--- src/rtl/atten_router_pkg.sv ---
package atten_router_pkg;
  typedef enum logic [1:0] {
    SRC_MUTE  = 2'b00,
    SRC_RIGHT = 2'b01,
    SRC_LEFT  = 2'b10,
    SRC_MONO  = 2'b11
  } src_sel_e;

  localparam int unsigned N_CH = 2;
endpackage

--- src/rtl/ar_gain_ctrl.sv ---
module ar_gain_ctrl #(
  parameter int unsigned CW = 8
) (
  input  logic          clk_i,
  input  logic          rst_ni,
  input  logic          wr_i,
  input  logic          sel_i,
  input  logic [CW-1:0] code_i,
  input  logic          load_i,
  input  logic          link_i,
  input  logic          smp_valid_i,
  input  logic          soft_mute_i,
  output logic [CW-1:0] eff_l_o,
  output logic [CW-1:0] eff_r_o
);
  localparam logic [CW-1:0] CODE_MAX = {CW{1'b1}};

  logic [CW-1:0] stg_q [2];
  logic [CW-1:0] app_q [2];
  logic [CW-1:0] lvl_q;

  for (genvar ch = 0; ch < 2; ch++) begin : g_ch
    always_ff @(posedge clk_i or negedge rst_ni) begin
      if (!rst_ni) begin
        stg_q[ch] <= CODE_MAX;
        app_q[ch] <= CODE_MAX;
      end else if (wr_i) begin
        if (sel_i == 1'(ch)) stg_q[ch] <= code_i;
        // load applies both staged codes, the one written now included
        if (load_i) app_q[ch] <= (sel_i == 1'(ch)) ? code_i : stg_q[ch];
      end
    end
  end

  always_ff @(posedge clk_i or negedge rst_ni) begin
    if (!rst_ni) lvl_q <= CODE_MAX;
    else if (smp_valid_i) begin
      if (soft_mute_i && lvl_q != '0)             lvl_q <= lvl_q - 1'b1;
      else if (!soft_mute_i && lvl_q != CODE_MAX) lvl_q <= lvl_q + 1'b1;
    end
  end

  logic [CW-1:0] r_sel;
  assign r_sel   = link_i ? app_q[0] : app_q[1];
  assign eff_l_o = (app_q[0] < lvl_q) ? app_q[0] : lvl_q;
  assign eff_r_o = (r_sel < lvl_q) ? r_sel : lvl_q;
endmodule

--- src/rtl/ar_scale.sv ---
module ar_scale #(
  parameter int unsigned DW = 18,
  parameter int unsigned CW = 8
) (
  input  logic signed [DW-1:0] smp_i,
  input  logic        [CW-1:0] code_i,
  output logic signed [DW-1:0] res_o
);
  localparam int unsigned GW = CW + 1;
  localparam int unsigned PW = DW + GW + 1;

  logic [GW-1:0]        gain;
  logic signed [PW-1:0] a_ext, b_ext, prod;
  logic                 unused_bits;

  // all-ones code maps to exact unity
  assign gain  = (&code_i) ? {1'b1, {CW{1'b0}}} : {1'b0, code_i};
  assign a_ext = PW'(smp_i);
  assign b_ext = PW'($signed({1'b0, gain}));
  assign prod  = a_ext * b_ext;
  assign res_o = prod[CW +: DW];
  assign unused_bits = ^{prod[CW-1:0], prod[PW-1:CW+DW]};
endmodule

--- src/rtl/ar_route.sv ---
module ar_route
  import atten_router_pkg::*;
#(
  parameter int unsigned DW = 18
) (
  input  logic        [1:0]    sel_i,
  input  logic signed [DW-1:0] l_i,
  input  logic signed [DW-1:0] r_i,
  output logic signed [DW-1:0] o
);
  logic signed [DW:0] sum;
  logic               unused_lsb;

  assign sum        = {l_i[DW-1], l_i} + {r_i[DW-1], r_i};
  assign unused_lsb = sum[0];

  always_comb begin
    unique case (src_sel_e'(sel_i))
      SRC_RIGHT: o = r_i;
      SRC_LEFT:  o = l_i;
      SRC_MONO:  o = sum[DW:1];
      default:   o = '0;
    endcase
  end
endmodule

--- src/rtl/ar_zero_watch.sv ---
module ar_zero_watch #(
  parameter int unsigned DW         = 18,
  parameter int unsigned ZERO_LIMIT = 65536
) (
  input  logic          clk_i,
  input  logic          rst_ni,
  input  logic          smp_valid_i,
  input  logic [DW-1:0] smp_l_i,
  input  logic [DW-1:0] smp_r_i,
  input  logic          tick_i,
  input  logic          en_i,
  output logic          pull_o
);
  localparam int unsigned CNTW = $clog2(ZERO_LIMIT + 1);
  localparam logic [CNTW-1:0] TERM = CNTW'(ZERO_LIMIT);

  logic [CNTW-1:0] cnt_q;
  logic            seen_q;
  logic            nz;

  assign nz = (smp_l_i != '0) || (smp_r_i != '0);

  always_ff @(posedge clk_i or negedge rst_ni) begin
    if (!rst_ni) begin
      cnt_q  <= '0;
      seen_q <= 1'b0;
    end else if (smp_valid_i && nz) begin
      cnt_q  <= '0;
      seen_q <= 1'b0;
    end else begin
      if (smp_valid_i) seen_q <= 1'b1;
      if (tick_i && seen_q && cnt_q != TERM) cnt_q <= cnt_q + 1'b1;
    end
  end

  assign pull_o = en_i && (cnt_q == TERM);
endmodule

--- src/rtl/atten_router.sv ---
module atten_router
  import atten_router_pkg::*;
#(
  parameter int unsigned DW         = 18,
  parameter int unsigned CW         = 8,
  parameter int unsigned ZERO_LIMIT = 65536
) (
  input  logic                 clk_i,
  input  logic                 rst_ni,
  input  logic                 smp_valid_i,
  input  logic signed [DW-1:0] smp_l_i,
  input  logic signed [DW-1:0] smp_r_i,
  input  logic                 bck_tick_i,
  input  logic                 att_wr_i,
  input  logic                 att_sel_i,
  input  logic        [CW-1:0] att_code_i,
  input  logic                 att_load_i,
  input  logic                 att_link_i,
  input  logic        [1:0]    route_l_i,
  input  logic        [1:0]    route_r_i,
  input  logic                 soft_mute_i,
  input  logic                 out_dis_i,
  input  logic                 zdet_en_i,
  output logic                 out_valid_o,
  output logic signed [DW-1:0] out_l_o,
  output logic signed [DW-1:0] out_r_o,
  output logic                 zero_pull_o
);
  logic        [CW-1:0] code_a [N_CH];
  logic signed [DW-1:0] in_a   [N_CH];
  logic signed [DW-1:0] att_a  [N_CH];
  logic signed [DW-1:0] rt_a   [N_CH];
  logic signed [DW-1:0] out_q  [N_CH];
  logic        [1:0]    sel_a  [N_CH];
  logic                 vld_q, force_zero;

  assign in_a[0]  = smp_l_i;
  assign in_a[1]  = smp_r_i;
  assign sel_a[0] = route_l_i;
  assign sel_a[1] = route_r_i;

  ar_gain_ctrl #(.CW(CW)) u_gain (
    .clk_i, .rst_ni,
    .wr_i(att_wr_i), .sel_i(att_sel_i), .code_i(att_code_i),
    .load_i(att_load_i), .link_i(att_link_i),
    .smp_valid_i, .soft_mute_i,
    .eff_l_o(code_a[0]), .eff_r_o(code_a[1])
  );

  for (genvar ch = 0; ch < N_CH; ch++) begin : g_ch
    ar_scale #(.DW(DW), .CW(CW)) u_scale (
      .smp_i(in_a[ch]), .code_i(code_a[ch]), .res_o(att_a[ch])
    );
    ar_route #(.DW(DW)) u_route (
      .sel_i(sel_a[ch]), .l_i(att_a[0]), .r_i(att_a[1]), .o(rt_a[ch])
    );
    always_ff @(posedge clk_i or negedge rst_ni) begin
      if (!rst_ni)          out_q[ch] <= '0;
      else if (smp_valid_i) out_q[ch] <= rt_a[ch];
    end
  end

  ar_zero_watch #(.DW(DW), .ZERO_LIMIT(ZERO_LIMIT)) u_zero (
    .clk_i, .rst_ni, .smp_valid_i,
    .smp_l_i(smp_l_i), .smp_r_i(smp_r_i),
    .tick_i(bck_tick_i), .en_i(zdet_en_i), .pull_o(zero_pull_o)
  );

  always_ff @(posedge clk_i or negedge rst_ni) begin
    if (!rst_ni) vld_q <= 1'b0;
    else         vld_q <= smp_valid_i;
  end

  assign force_zero  = out_dis_i || zero_pull_o;
  assign out_valid_o = vld_q;
  assign out_l_o     = force_zero ? '0 : out_q[0];
  assign out_r_o     = force_zero ? '0 : out_q[1];
endmodule

--- config.mk ---
export PLATFORM = sky130hd
export DESIGN_NAME = atten_router
export DESIGN_NICKNAME = d
export VERILOG_FILES = /design/src/rtl/atten_router_pkg.sv /design/src/rtl/ar_gain_ctrl.sv /design/src/rtl/ar_scale.sv /design/src/rtl/ar_route.sv /design/src/rtl/ar_zero_watch.sv /design/src/rtl/atten_router.sv
export SDC_FILE = /design/constraint.sdc
export NUM_CORES = 1
export LEC_CHECK = 0
export CAP_MARGIN = 40
export CORE_MARGIN = 5
export CORE_UTILIZATION = 50
export DETAILED_ROUTE_END_ITERATION = 10
export DONT_BUFFER_PORTS = 1
export PLACE_DENSITY_LB_ADDON = 0.12
export REMOVE_ABC_BUFFERS = 1
export SYNTH_ARGS = -nofsm -noshare
export SYNTH_HDL_FRONTEND = slang
export SYNTH_SLANG_ARGS = --single-unit
--- constraint.sdc ---
create_clock -name clk_i -period 10.3 [get_ports clk_i]
set_input_delay 3.09 -clock clk_i [delete_from_list [all_inputs] [get_ports clk_i]]
set_output_delay 3.09 -clock clk_i [all_outputs]
set_load 0.1 [all_outputs]
==> impl_results.md <==
- Status: finished with violations
- Failing checks: setup timing
- CTS Sinks: 95
- Largest net degree at the start of global routing: 96
- Synthesized area: 17,710 um^2
- First-pass GRT wire length: 81,030 um
- Primary FF master, synth: dfrtp_1
- Most frequent cells in the layout: inv_1, fa_1, and2_1
- RSZ-0062 raised after global routing: true
- Most common cell on crit path: fa_1
- H-tree depth: 3
- Syn. warnings: 0
- Fmax: 93.42 MHz
- Worst Path Arrival: 10.95 ns
- Nets: 2,667
- Core Box Area: 35,220 um^2
- Overall global routing resource usage: 25.74%
- Worst setup EP type: flop
- Crit share post-route: 103.9%
- CP Class: in -> reg
- Post-synth EDFFs: 0
- Final WS setup: -0.4041 ns
- Critical path fanouts, max: 12
- Post-Layout Cell Count: 2,669
- Syn Inst Count: 2,026
- Share of cells above drive strength 1: 22.33%
- 1st-iter DRT viols: 762
- IO Pins: 97
- Post-Synth Adder-Cell Area: 39.56%
- Worst-Margin Slew: 0.9483 ns
- Vias in the first global route: 15,550
- DP HPWL: 38,920 um
- Yosys cell types: 78
- Via count: 14,450
- FF-to-FF path depth: 39
- Worst-path clk slew: 0.07 ns
- Family with the most delay on the worst path: adder cells
- Drt first pass iters: 5
- CP Depth: 33
- Clock Path Buffers: 2
- DRC violations left: 0
- Final hold slack: 0.4807 ns
- Die width: 198.2 um
- P&R area growth vs syn: 22.65%
- WP data required: 10.54 ns
- Worst skew pair latency: 0.36 ns
- Grt ovf: 0
- Critical path launch point type: input port
- Slowest CP cell: fa_1
- IO Port Bufs: 0
- Hold_buf cts: 0
- Hold Vio Cnt, Final: 0
- Post-synthesis mux area share: 3.583%
- Seq/Total Area, Yosys: 13.71%
- Max-Cap Viols: 0
- Avg WL per Cell: 18.47 um
- Post-synth ARST share: 100.0%
- Hold path cells: 1
- Final ANT Viol Nets: 0
- Fin crit period: 10.70 ns
- Yosys reg bits: 95
- Synth Area in XOR/XNOR: 4.007%
- Hold Crit Class: reg -> reg
- Worst path max stage delay: 0.57 ns
- Num CTS Buffers: 9
- Relative slew slack: 36.20%
- Die height: 198.2 um
- Syn avg cell area: 8.740 um^2
- Placed Instances: 2,617
- TritonCTS clock tree: yes
- Initial antenna violation count: 1
- WP buf/inv: 4
- CTS Root Cell: clkbuf_16
- Largest family of logic cells by synthesized area: adder cells
- Commonest non-fill, non-tap cell in the layout: inv_1
- Compound-Gate Fraction of Synth Area: 10.55%
- Row count: 69
- Die ar.: 39,280 um^2
- Skew final: 0.009944 ns
- Via density: 5.413
- GP Congestion: 0.9329
- Slew Viols, Final: 0
- Initial core utilization: 50.27%
- Routed WL: 49,310 um
- Final setup fails: 20
- Diodes inserted: 0
- Simple-gate area share of the yosys netlist: 19.69%
[cells by family (layout without fill, tap and decap cells)]
family                     Yosys count  in the layout
DFF                                 95             95
AOI/OAI and AO/OA                  281            281
muxes                               58             58
adders and majority gates          405            405
xor gates and xnor gates            81             81
and+or+nand+nor                    689            689
buffers and inverters              417            599
[layer usage]
metal / up-vias / part of all wire, % / track usage [%]
met5: - / 0.018 / 0
met4: 2 / 1.9 / 5.942
met3: 62 / 4.9 / 3.590
met2: 316 / 50 / 44.93
met1: 7255 / 43 / 34.16
li1: 6813 / - / -
[final timing paths]
kind	endpoint	slack, ns	startpoint
worst max-delay path	out_q[10]$_DFFE_PN0P_	-0.40	att_link_i
worst min-delay path	out_q[8]$_DFFE_PN0P_	0.48	out_q[8]$_DFFE_PN0P_
worst max register to register	out_q[30]$_DFFE_PN0P_	0.66	u_gain.lvl_q[6]$_DFFE_PN1P_
worst min register to register	out_q[8]$_DFFE_PN0P_	0.48	out_q[8]$_DFFE_PN0P_
max in group asynchronous	u_gain.app_q[2]$_DFFE_PN1P_	7.64	rst_ni
min in group asynchronous	u_zero.cnt_q[3]$_DFFE_PN0P_	2.42	rst_ni
[registers in the layout, indices dropped and copies added (netlist names)]
register,flops
u_gain.app_q,16
u_gain.stg_q,16
out_valid_o,1
out_q,36
u_gain.lvl_q,8
u_zero.cnt_q,17
u_zero.seen_q,1
[cell usage after synthesis (13+ instances only)]
master / instances / area, um^2
inv_1: 328 / 1231
fa_1: 258 / 5165
nand2_1: 221 / 829.6
and2_1: 220 / 1376
ha_1: 147 / 1839
nor2_1: 108 / 405.4
a21oi_1: 99 / 495.5
clkbuf_1: 64 / 240.2
dfrtp_1: 55 / 1376
xnor2_1: 49 / 429.2
o21ai_0: 46 / 230.2
dfstp_2: 40 / 1051
xor2_1: 32 / 280.3
mux2_2: 28 / 315.3
mux2i_1: 27 / 270.3
nand3_1: 26 / 130.1
buf_1: 21 / 78.83
a21o_1: 20 / 150.1
nand2b_1: 20 / 125.1
nor2b_1: 17 / 106.4
and3_1: 15 / 93.84
a31oi_1: 14 / 87.58
nand4_1: 13 / 81.33
o211ai_1: 13 / 97.59
[layout make-up]
class	instances	area, um^2
tap	461	576.8
fill	3033	13510
multi-input combinational	1514	14650
inverter	328	1234
sequential	95	2427
clock inverter	6	68.82
clock buffer	10	229.0
timing repair buffer	255	2536
[timing repair]
action | in CTS | in global routing
pin swaps | 114 | 49
gates resized for setup | 159 | 50
setup buffers | 39 | 8
setup endpoints to repair | 28 | 28
[metrics by stage]
stage | instance area (um^2) | setup slack, ns | utilization, % | setup TNS, ns
3_5_place_dp | 20130 | -1.363 | 57.15 | -29.63
6_report | 21720 | -0.4041 | 61.66 | -5.725
4_1_cts | 21430 | -0.2874 | 60.85 | -3.612
5_1_grt | 21720 | -0.7159 | 61.66 | -13.37
2_1_floorplan | 17360 | -1.829 | - | -42.00
3_3_place_gp | 19390 | -1.213 | 55.04 | -26.33
[worst register-to-register path, delay by kind of cell, from the launching register on]
family	cells	cell delay (ns)
XOR/XNOR	2	0.68
AND/OR/NAND/NOR	8	1.49
buffers and inverters	8	0.85
multiplexers	1	0.46
flip-flops	1	0.58
AO/OA/AOI/OAI	12	2.11
adder cells (fa/ha/maj)	8	3.41
Power is not shown: default switching activity piles up to over one toggle a cycle in this logic, so the estimate is an artifact.
